===== config.mk =====
export PLATFORM = sky130hd
export DESIGN_NAME = cache_tag_array
export DESIGN_NICKNAME = d
export VERILOG_FILES = /design/src/rtl/cta_pkg.sv /design/src/rtl/cta_age_calc.sv /design/src/rtl/cta_victim.sv /design/src/rtl/cta_state.sv /design/src/rtl/cache_tag_array.sv
export SDC_FILE = /design/constraint.sdc
export NUM_CORES = 2
export LEC_CHECK = 0
export CORE_AREA = 2 2 322 324
export DETAILED_ROUTE_END_ITERATION = 8
export DIE_AREA = 0 0 324 326
export PLACE_DENSITY = 0.64
export RECOVER_POWER = 50
export SKIP_LAST_GASP = 1
export SYNTH_ARGS = -nofsm -noshare
export SYNTH_HDL_FRONTEND = slang
export SYNTH_SLANG_ARGS = --single-unit

===== constraint.sdc =====
create_clock -name clk -period 8.55 [get_ports clk]
set_clock_uncertainty 0.15 [all_clocks]
set_input_delay 0.855 -clock clk [delete_from_list [all_inputs] [get_ports clk]]
set_output_delay 0.855 -clock clk [all_outputs]
set_load 0.005 [all_outputs]

===== src/rtl/cta_pkg.sv =====
package cta_pkg;
   typedef enum logic [1:0] {
      MK_NONE  = 2'd0,
      MK_FETCH = 2'd1,
      MK_WRITE = 2'd2
   } mem_kind_e;
endpackage


===== src/rtl/cta_age_calc.sv =====
module cta_age_calc #(
   parameter int WAYS  = 4,
   parameter int AGE_W = 2
) (
   input  logic [WAYS-1:0]            way_valid,
   input  logic [WAYS-1:0]            way_match,
   input  logic [WAYS-1:0][AGE_W-1:0] age_in,
   output logic [WAYS-1:0][AGE_W-1:0] age_out
);
   localparam logic [AGE_W-1:0] AGE_TOP = '1;

   for (genvar w = 0; w < WAYS; w++) begin : g_way
      assign age_out[w] = !way_valid[w]        ? age_in[w] :
                          way_match[w]         ? '0 :
                          (age_in[w] == AGE_TOP) ? AGE_TOP :
                          age_in[w] + 1'b1;
   end
endmodule


===== src/rtl/cta_victim.sv =====
module cta_victim #(
   parameter int WAYS  = 4,
   parameter int AGE_W = 2,
   localparam int WAY_W = $clog2(WAYS)
) (
   input  logic [WAYS-1:0]            way_valid,
   input  logic [WAYS-1:0][AGE_W-1:0] way_age,
   output logic [WAY_W-1:0]           victim,
   output logic                       any_free
);
   logic [WAY_W-1:0] oldest;
   logic [AGE_W-1:0] oldest_age;
   logic [WAY_W-1:0] free_way;

   always_comb begin
      oldest     = '0;
      oldest_age = '0;
      for (int w = 0; w < WAYS; w++) begin
         if (way_valid[w] && (way_age[w] > oldest_age)) begin
            oldest_age = way_age[w];
            oldest     = WAY_W'(w);
         end
      end
   end

   always_comb begin
      free_way = '0;
      any_free = 1'b0;
      for (int w = WAYS - 1; w >= 0; w--) begin
         if (!way_valid[w]) begin
            free_way = WAY_W'(w);
            any_free = 1'b1;
         end
      end
   end

   assign victim = any_free ? free_way : oldest;
endmodule


===== src/rtl/cta_state.sv =====
module cta_state #(
   parameter int SETS  = 8,
   parameter int WAYS  = 4,
   parameter int TAG_W = 24,
   parameter int AGE_W = 2,
   localparam int SET_W = $clog2(SETS),
   localparam int WAY_W = $clog2(WAYS)
) (
   input  logic                       clk,
   input  logic                       rst_n,
   input  logic [SET_W-1:0]           rd_set,
   output logic [WAYS-1:0]            rd_valid,
   output logic [WAYS-1:0]            rd_dirty,
   output logic [WAYS-1:0][TAG_W-1:0] rd_tag,
   output logic [WAYS-1:0][AGE_W-1:0] rd_age,
   input  logic                       upd_en,
   input  logic [SET_W-1:0]           upd_set,
   input  logic [WAYS-1:0][AGE_W-1:0] upd_age,
   input  logic                       mark_dirty,
   input  logic [WAY_W-1:0]           mark_way,
   input  logic                       fill_en,
   input  logic [SET_W-1:0]           fill_set,
   input  logic [WAY_W-1:0]           fill_way,
   input  logic [TAG_W-1:0]           fill_tag
);
   logic [SETS-1:0][WAYS-1:0]            v_q;
   logic [SETS-1:0][WAYS-1:0]            d_q;
   logic [SETS-1:0][WAYS-1:0][TAG_W-1:0] t_q;
   logic [SETS-1:0][WAYS-1:0][AGE_W-1:0] a_q;

   always_ff @(posedge clk or negedge rst_n) begin
      if (!rst_n) begin
         v_q <= '0;
         d_q <= '0;
         t_q <= '0;
         a_q <= '0;
      end else begin
         if (upd_en) begin
            a_q[upd_set] <= upd_age;
            if (mark_dirty) d_q[upd_set][mark_way] <= 1'b1;
         end
         if (fill_en) begin
            v_q[fill_set][fill_way] <= 1'b1;
            d_q[fill_set][fill_way] <= 1'b0;
            t_q[fill_set][fill_way] <= fill_tag;
            a_q[fill_set][fill_way] <= '0;
         end
      end
   end

   assign rd_valid = v_q[rd_set];
   assign rd_dirty = d_q[rd_set];
   assign rd_tag   = t_q[rd_set];
   assign rd_age   = a_q[rd_set];


   fill_load_chk: assert property (@(posedge clk) disable iff (!rst_n)
      fill_en |=> v_q[$past(fill_set)][$past(fill_way)]
                  && !d_q[$past(fill_set)][$past(fill_way)]
                  && (a_q[$past(fill_set)][$past(fill_way)] == '0)
                  && (t_q[$past(fill_set)][$past(fill_way)] == $past(fill_tag)));

   for (genvar s = 0; s < SETS; s++) begin : g_set_chk
      for (genvar w = 0; w < WAYS; w++) begin : g_way_chk

         age_step_chk: assert property (@(posedge clk) disable iff (!rst_n)
            !$stable(a_q[s][w]) |-> (a_q[s][w] == '0)
                                    || (a_q[s][w] == $past(a_q[s][w]) + 1'b1));
      end
   end
endmodule


===== src/rtl/cache_tag_array.sv =====
module cache_tag_array
   import cta_pkg::*;
#(
   parameter int ADDR_W        = 32,
   parameter int SETS          = 8,
   parameter int WAYS          = 4,
   parameter int OFFSET_W      = 4,
   parameter int BANK_W        = 1,
   parameter int BANK_ID       = 1,
   parameter int AGE_W         = 2,
   parameter bit WRITE_THROUGH = 1'b0,
   localparam int SET_W = $clog2(SETS),
   localparam int WAY_W = $clog2(WAYS),
   localparam int TAG_W = ADDR_W - OFFSET_W - BANK_W - SET_W
) (
   input  logic              clk,
   input  logic              rst_n,
   input  logic              lk_valid,
   output logic              lk_ready,
   input  logic [SET_W-1:0]  lk_set,
   input  logic [TAG_W-1:0]  lk_tag,
   input  logic              lk_write,
   input  logic              fill_valid,
   input  logic [SET_W-1:0]  fill_set,
   input  logic [WAY_W-1:0]  fill_way,
   input  logic [TAG_W-1:0]  fill_tag,
   output logic              res_valid,
   output logic              res_hit,
   output logic [WAY_W-1:0]  res_way,
   output logic [WAY_W-1:0]  res_victim,
   output logic              res_done,
   output logic              evict_valid,
   output logic [ADDR_W-1:0] evict_addr,
   output logic              mem_req_valid,
   output logic              mem_req_write,
   output logic [ADDR_W-1:0] mem_req_addr
);
   localparam logic [BANK_W-1:0] BANK_SEL = BANK_W'(BANK_ID);

   if (WAYS < 2 || (1 << WAY_W) != WAYS) begin : g_bad_ways
      $error("WAYS must be a power of two of at least 2");
   end
   if (SETS < 2 || (1 << SET_W) != SETS) begin : g_bad_sets
      $error("SETS must be a power of two of at least 2");
   end
   if (OFFSET_W < 1 || BANK_W < 1 || AGE_W < 1) begin : g_bad_fields
      $error("OFFSET_W, BANK_W and AGE_W must be at least 1");
   end
   if (TAG_W < 1) begin : g_bad_tag
      $error("address too narrow for the chosen fields");
   end

   function automatic logic [ADDR_W-1:0] line_addr(input logic [TAG_W-1:0] t,
                                                   input logic [SET_W-1:0] s);
      return {t, s, BANK_SEL, {OFFSET_W{1'b0}}};
   endfunction

   logic                       accept;
   logic [WAYS-1:0]            rd_valid, rd_dirty, match;
   logic [WAYS-1:0][TAG_W-1:0] rd_tag;
   logic [WAYS-1:0][AGE_W-1:0] rd_age, new_age;
   logic                       hit, any_free;
   logic [WAY_W-1:0]           hit_way, victim;
   mem_kind_e                  kind_n, kind_q;
   logic                       done_n, evict_n, mark_dirty;
   logic [ADDR_W-1:0]          evict_addr_n, mem_addr_n;

   assign lk_ready = !fill_valid;
   assign accept   = lk_valid && lk_ready;

   cta_state #(
      .SETS(SETS), .WAYS(WAYS), .TAG_W(TAG_W), .AGE_W(AGE_W)
   ) u_state (
      .clk(clk), .rst_n(rst_n),
      .rd_set(lk_set), .rd_valid(rd_valid), .rd_dirty(rd_dirty),
      .rd_tag(rd_tag), .rd_age(rd_age),
      .upd_en(accept), .upd_set(lk_set), .upd_age(new_age),
      .mark_dirty(mark_dirty), .mark_way(hit_way),
      .fill_en(fill_valid), .fill_set(fill_set), .fill_way(fill_way),
      .fill_tag(fill_tag)
   );

   for (genvar w = 0; w < WAYS; w++) begin : g_cmp
      assign match[w] = rd_valid[w] && (rd_tag[w] == lk_tag);
   end

   always_comb begin
      hit_way = '0;
      for (int w = 0; w < WAYS; w++) begin
         if (match[w]) hit_way = WAY_W'(w);
      end
   end
   assign hit = |match;

   cta_age_calc #(.WAYS(WAYS), .AGE_W(AGE_W)) u_age (
      .way_valid(rd_valid), .way_match(match),
      .age_in(rd_age), .age_out(new_age)
   );

   cta_victim #(.WAYS(WAYS), .AGE_W(AGE_W)) u_victim (
      .way_valid(rd_valid), .way_age(new_age),
      .victim(victim), .any_free(any_free)
   );

   assign mem_addr_n   = line_addr(lk_tag, lk_set);
   assign evict_addr_n = line_addr(rd_tag[victim], lk_set);

   if (WRITE_THROUGH) begin : g_wt
      always_comb begin
         mark_dirty = 1'b0;
         evict_n    = 1'b0;
         if (lk_write) begin
            kind_n = MK_WRITE;
            done_n = 1'b1;
         end else begin
            kind_n = hit ? MK_NONE : MK_FETCH;
            done_n = hit;
         end
      end
   end else begin : g_wb
      always_comb begin
         mark_dirty = accept && hit && lk_write;
         evict_n    = !hit && !any_free && rd_dirty[victim];
         kind_n     = hit ? MK_NONE : MK_FETCH;
         done_n     = hit;
      end
   end

   always_ff @(posedge clk or negedge rst_n) begin
      if (!rst_n) begin
         res_valid    <= 1'b0;
         res_hit      <= 1'b0;
         res_way      <= '0;
         res_victim   <= '0;
         res_done     <= 1'b0;
         evict_valid  <= 1'b0;
         evict_addr   <= '0;
         kind_q       <= MK_NONE;
         mem_req_addr <= '0;
      end else if (accept) begin
         res_valid    <= 1'b1;
         res_hit      <= hit;
         res_way      <= hit_way;
         res_victim   <= victim;
         res_done     <= done_n;
         evict_valid  <= evict_n;
         evict_addr   <= evict_addr_n;
         kind_q       <= kind_n;
         mem_req_addr <= mem_addr_n;
      end else begin
         res_valid   <= 1'b0;
         evict_valid <= 1'b0;
         kind_q      <= MK_NONE;
      end
   end

   assign mem_req_valid = (kind_q != MK_NONE);
   assign mem_req_write = (kind_q == MK_WRITE);


   res_cycle_chk: assert property (@(posedge clk) disable iff (!rst_n)
      res_valid |-> $past(lk_valid && lk_ready));


   evict_pair_chk: assert property (@(posedge clk) disable iff (!rst_n)
      evict_valid |-> res_valid && !res_hit && mem_req_valid && !mem_req_write);

   if (WRITE_THROUGH) begin : g_wt_chk

      wt_write_done_chk: assert property (@(posedge clk) disable iff (!rst_n)
         (mem_req_valid && mem_req_write) |-> res_done && res_valid);
   end else begin : g_wb_chk

      wb_quiet_hit_chk: assert property (@(posedge clk) disable iff (!rst_n)
         (res_valid && res_hit) |-> !mem_req_valid && !evict_valid);
   end
endmodule


### Word level (Yosys, flattened, before mapping)

Cells that the tools add are included.

| cells by class | value |
|---|---|
| $add $sub $neg | 4 |
| order comparisons | 13 |
| equality and inequality tests | 9 |
| muxes and demuxes | 71 |
| bitwise gates (word level) | 6 |
| reduce and logical (&&, ||, !) cells | 22 |

Operator list:

| cell | number |
|---|---|
| 768-bit bitwise mux | 1 |
| 96-bit binary-select mux with 3-bit select | 1 |
| 96-bit demux with 3-bit select | 1 |
| 96-bit 2-to-1 mux | 2 |
| 64-bit 2-to-1 mux | 2 |
| 24-bit equality test | 4 |
| 32-bit 2-to-1 mux | 3 |
| 64-bit bitwise AND | 1 |
| 64-bit bitwise mux | 1 |
| 64-bit inverter | 1 |
| 32-bit OR | 2 |
| 2-bit 2-to-1 mux | 25 |
| 24-bit binary-select mux with 2-bit select | 1 |
| 24-bit demux with 2-bit select | 1 |
| 8-bit demux with 3-bit select | 2 |
| 24-bit 2-to-1 mux | 2 |
| 32-bit bitwise AND | 1 |
| 32-bit inverter | 1 |
| 4-bit binary-select mux with 3-bit select | 2 |
| 8-bit binary-select mux with 3-bit select | 1 |
| 4-bit demux with 3-bit select | 2 |
| 8-bit 2-to-1 mux | 3 |
| 1-bit logical AND | 17 |
| 4-bit 2-to-1 mux | 4 |
| other kinds (15) | 44 |

| word-level totals | value |
|---|---|
| register bits after elaboration | 961 |
| input bits | 61 |
| output and inout port bits | 75 |
| logic and storage cells | 213 |

### Logic depth before layout (Yosys ltp)

| logic depth | value |
|---|---|
| depth after elaboration | 23 |
| gate-level depth with buffers | 38 |
| gate-level depth less buffers | 28 |

### Hierarchy

A second synthesis with hierarchy kept.

| unflattened totals | value |
|---|---|
| cells, all modules | 3070 |
| area total of the unflattened synthesis | 44839.3 um^2 |

Modules (own cells, without submodules):

| module | times used | cells an instance | area each (um^2) | sequential area each (um^2) |
|---|---|---|---|---|
| cta_state | 1 | 2561 | 40192.3 | 22421.5 |
| cache_tag_array | 1 | 451 | 4237.8 | 1501.4 |
| cta_victim | 1 | 34 | 279.0 | 0.0 |
| cta_age_calc | 1 | 24 | 130.1 | 0.0 |

### Worst setup path before layout

No wires, ideal clock.

| timing | value |
|---|---|
| kind | in2reg |
| start | in lk_set[2] |
| end | reg evict_addr[11] |
| arrival time | 7.517 ns |
| data required time | 8.276 ns |
| path slack | 0.759 ns |
| cell stages on the path | 36 |
| cells stage by stage | buf_6 -> buf_6 -> buf_6 -> buf_6 -> buf_2 -> buf_2 -> mux4_2 -> mux2i_1 -> xor2_1 -> o2111ai_1 -> nor4_1 -> nand4_1 -> clkbuf_1 -> and2_1 -> ha_1 -> nor2b_1 -> a2bb2oi_1 -> and2_1 -> clkbuf_1 -> nand3_1 -> o21a_1 -> ha_1 -> nor2b_1 -> o21ai_0 -> or2_2 -> nand2_1 -> o211a_1 -> ha_1 -> nor2b_1 -> o21ai_0 -> o2111ai_1 -> nand2_1 -> clkbuf_1 -> nand2_1 -> a32oi_1 -> nand2_1 |

| between the ends | value |
|---|---|
| word-level cells in the longest chain between the ends | 21 |
| elaborated cells on any way between the ends | 59 |
| those cells by class | 4 x add/sub; 4 x order compare; 8 x eq/ne; 35 x mux; 8 x reduce/logical |

Ends and longest elaborated chain:

| what | line | RTL |
|---|---|---|
| from (decl) | cache_tag_array.sv:20 | `input logic [SET_W-1:0] lk_set,` |
| 8-bit binary-select mux with 3-bit select / 96-bit binary-select mux with 3-bit select (equally long branches) | cta_state.sv:54, cta_state.sv:53 |  |
| 8-bit 2-to-1 mux (not written as such) / 96-bit 2-to-1 mux (equally long branches) | cta_state.sv:54, cta_state.sv:53 |  |
| 2-bit by 1-bit adder with 2-bit output (tied with other cells) | cta_age_calc.sv:16 | `age_in[w] + 1'b1;` |
| 2-bit 2-to-1 mux / 1-bit logical AND (equally long branches) | cta_age_calc.sv:15, cache_tag_array.sv:84 |  |
| 2-bit 2-to-1 mux | cta_age_calc.sv:14 | `way_match[w] ? '0 :` |
| 2-bit 2-to-1 mux | cta_age_calc.sv:13 | `assign age_out[w] = !way_valid[w] ? age_in[w] :` |
| 2-bit by 1-bit > comparator with 1-bit output | cta_victim.sv:19 | `if (way_valid[w] && (way_age[w] > oldest_age)) begin` |
| 1-bit logical AND | cta_victim.sv:19 |  |
| (+5 left out) | n/a |  |
| 1-bit logical AND | cta_victim.sv:19 |  |
| 2-bit 2-to-1 mux | cta_victim.sv:19 |  |
| 2-bit > comparator | cta_victim.sv:19 |  |
| 1-bit logical AND | cta_victim.sv:19 |  |
| 2-bit 2-to-1 mux | cta_victim.sv:19 |  |
| 2-bit 2-to-1 mux | cta_victim.sv:37 | `assign victim = any_free ? free_way : oldest;` |
| 24-bit binary-select mux with 2-bit select * | cache_tag_array.sv:106 | `assign evict_addr_n = line_addr(rd_tag[victim], lk_set);` |
| 24-bit 2-to-1 mux (not written as such) * | cache_tag_array.sv:106 |  |
| to (signal assigned) | cache_tag_array.sv:147 | `evict_addr <= evict_addr_n;` |
| to (decl) | cache_tag_array.sv:33 | `output logic [ADDR_W-1:0] evict_addr,` |

Every way passes the cells marked *; elsewhere a longest branch is shown, timed or not. The select of a mux whose other input is x is not followed.
A chain may end at the register's enable or synchronous reset.

### Worst setup path after layout

| timing | value |
|---|---|
| start | in lk_set[2] |
| end | reg evict_addr[10] |

Same word-level chain as after synthesis.

==> impl_metrics.ini <==
[floorplanning]
die_w_um = 324
initial_core_util_pct = 44.6
fp-row-count = 118
die_area_mm2 = 0.106
coreArea_mm2 = 0.103
pin_count = 136
die_h_um = 326

[detailed_routing]
drc = 0
wirelength_mm = 157
drtIter0Drc = 3577
routed-via-count = 31802
ant_nets = 0
dr.pass1.iters = 5
avgViaCountPerCell = 6.08
wl_per_cell_um = 30.1

[logic_synthesis]
syn_inst = 3687
synth.top_cell.area_share_pct = 52.3
synth-seq-cells = 956
synth_edf_count = 0
yosys_warnings = 0
synthesis.area_mm2 = 0.0458
synth-async-reset-ratio_pct = 100
avgSynthCellArea_um2 = 12.4
synth_area_leaders = dfrtp_1, mux2_2, mux4_2
ys_types = 82
synth_area_leader_cell = dfrtp_1
synthFlopType = dfrtp_1
synth-seq-area-share_pct = 52.3

[worst_setup_path]
cp-endpoint = evict_addr[10]
startpoint = lk_set[2]
r2r_start = u_state.t_q[603]
worstSetupPathType = primary input to flop
worstPathArrival_ps = 8530
crit_slowest_cell = nor2_2
crit_fanout = 53
reg2reg_slack_ps = 970
path_buf_inv = 3
critical_path.max_stage_delay_ps = 890
required_ps = 9020
path_depth = 29
reg2reg_depth = 28
endpoint_kind = flop
reg2reg_to = evict_addr[10]
cp_top_family = simple AND/OR/NAND/NOR gates
start_kind = primary input

[clock_network]
clkLatencyLatePin_ps = 700
htreeDepth = 3
cts_tree = built
cts-buffers-inserted = 102
cts_resized = 0
clk_path_buf_depth = 3
cts_setup_buffers = 0
holdBufCountCts = 0
cts_root_buf = clkbuf_16
cts_sinks = 956
clk_pin_slew_ps = 70

[pwr]
p_sw_mw = 3.91
vdd_drop_max_v = 0.000169
swShare_pct = 29.0
seqPwrFrac_pct = 44.2
p_int_mw = 9.57
powerDensity_mw_per_mm2 = 259
comb_power_share_pct = 21.2
pwr-share-clk_pct = 34.6
power_leakage_nw = 23.6

[sta]
rsz0062_at_grt = false
hold_violations = 0
slew_headroom_pct = -226
finalSetupViolCount = 0
fin_setup_tns_ps = 0
post-route-min-period_ps = 8070
tightest_slew_ps = 4890
maxSlewViolCount = 997
post-route-period-util_pct = 94.3
max_freq_mhz = 124
holdWs_ps = 310

[global_route]
grt_pass1_wl_mm = 228
grtUsageTotal_pct = 29.9
grt_pass1_vias = 31698
overflow = 0
use_met1_pct = 41.9
antenna_found_initial = 8
globalRouteMet3Util_pct = 6.56
use_met2_pct = 44.8
grt_max_degree = 179
top_usage_layer = met2

[cells_and_area]
final_common_cell = dfrtp_1
layout_common_cells = dfrtp_1, mux2_2, nand2_1, mux2i_1, buf_4
syn2layout_area_growth_pct = 13.9
drive_gt1_share_pct = 32.6
n_antenna_cell = 0
finalNetCount = 3832
stdcell_area_mm2 = 0.0521
post-route-util_pct = 50.8

[status]
run_status = finished with violations
violations = capacitance limit, slew limit

[place]
place.port_buffers = 126
place.gp.congestion = 0.995
dp_hpwl_mm = 101
dpl_cell_area_mm2 = 0.0488

[hold_path]
hp-start = u_state.v_q[30]
hold_path_class = flop to flop

[flow_run]
cap_violations = 27
[worst min path at each step]
stage                 endpoint  slack (ps)  cells after the start
2_1_floorplan  u_state.v_q[18]         280                      1
5_1_grt        u_state.v_q[17]         330                      1
3_5_place_dp   u_state.v_q[30]         300                      1
4_1_cts        mem_req_addr[4]          50                      1
3_3_place_gp    u_state.v_q[7]         290                      1
6_report       u_state.v_q[30]         310                      1
[area by class of cell]
| type | count | area (um2) |
|---|---|---|
| clock inverter | 43 | 531 |
| multi-input combinational | 2391 | 20300 |
| clock buffer | 147 | 2980 |
| timing repair buffer | 285 | 2540 |
| fill | 8913 | 50500 |
| sequential | 956 | 23900 |
| tap | 1380 | 1730 |
| inverter | 29 | 109 |
[logic make-up after synthesis]
family / after synthesis / share of synthesized area [%]
buffers and inverters: 348 / 3.72
xor gates and xnor gates: 66 / 1.26
other: 1 / 0.00819
and+or+nand+nor: 828 / 8.30
adders and majority gates: 6 / 0.164
AOI/OAI and AO/OA: 406 / 5.98
DFF: 956 / 52.3
muxes: 1076 / 28.3
[power groups by stage]
stage	registers, mW	logic [mW]	clock network [mW]
after CTS	5.93	2.85	4.72
after global routing	6.05	3.06	4.92
after floorplan	5.81	1.87	0
after detailed placement	6.00	2.84	0
final	5.96	2.85	4.67
after global placement	5.98	2.79	0
[layer usage]
metal  up-vias  wire, um
li1      13394         -
met1     16563     66300
met2      1485     69900
met3       352     13600
met4         8      7760
met5         -        55
[state kept, by name (all words and copies together), names as in the netlist, 2 cells and up]
name	cells
u_state.a_q	64
res_way	2
mem_req_addr	28
u_state.d_q	32
res_victim	2
evict_addr	24
u_state.v_q	32
u_state.t_q	768
[cells in the mapped netlist (8+ instances only)]
| cell type | number |
|---|---|
| clkbuf_1 | 194 |
| nor3b_1 | 9 |
| o21ai_0 | 58 |
| a211oi_1 | 14 |
| a22oi_1 | 52 |
| o22ai_1 | 62 |
| nand2b_1 | 23 |
| o211ai_1 | 13 |
| or2_2 | 20 |
| a221oi_1 | 12 |
| and2_1 | 13 |
| buf_2 | 46 |
| buf_4 | 31 |
| nand3_1 | 75 |
| a21oi_1 | 81 |
| nand2_1 | 457 |
| nor2_1 | 79 |
| o22a_1 | 10 |
| mux4_2 | 92 |
| buf_1 | 16 |
| xnor2_1 | 32 |
| inv_1 | 25 |
| nor2b_1 | 14 |
| nor3_1 | 36 |
| mux2_2 | 778 |
| or3_1 | 20 |
| a31oi_1 | 11 |
| xor2_1 | 34 |
| mux2_1 | 23 |
| o31ai_1 | 11 |
| nor4_1 | 16 |
| a21boi_1 | 9 |
| buf_6 | 29 |
| o31a_1 | 8 |
| mux2i_1 | 179 |
| dfrtp_1 | 956 |
| o21ai_1 | 12 |
| nand4_1 | 32 |
[worst reg2reg max path: cells and delay by family, from the launching register on]
| family | cells | cell delay [ps] |
|---|---|---|
| xor gates and xnor gates | 1 | 230 |
| adders and majority gates | 3 | 850 |
| AOI/OAI and AO/OA | 8 | 1650 |
| and+or+nand+nor | 12 | 3030 |
| buffers and inverters | 2 | 350 |
| muxes | 2 | 870 |
| DFF | 1 | 380 |
[through the flow]
step	instances	worst slack [ps]	total power [mW]
after CTS	5231	797	13.5
after global routing	5231	244	14.0
after global placement	5041	120	8.77
after detailed placement	5041	134	8.84
final	5231	485	13.5
after floorplan	3695	759	7.67
Power figures use the tool's default switching activity.
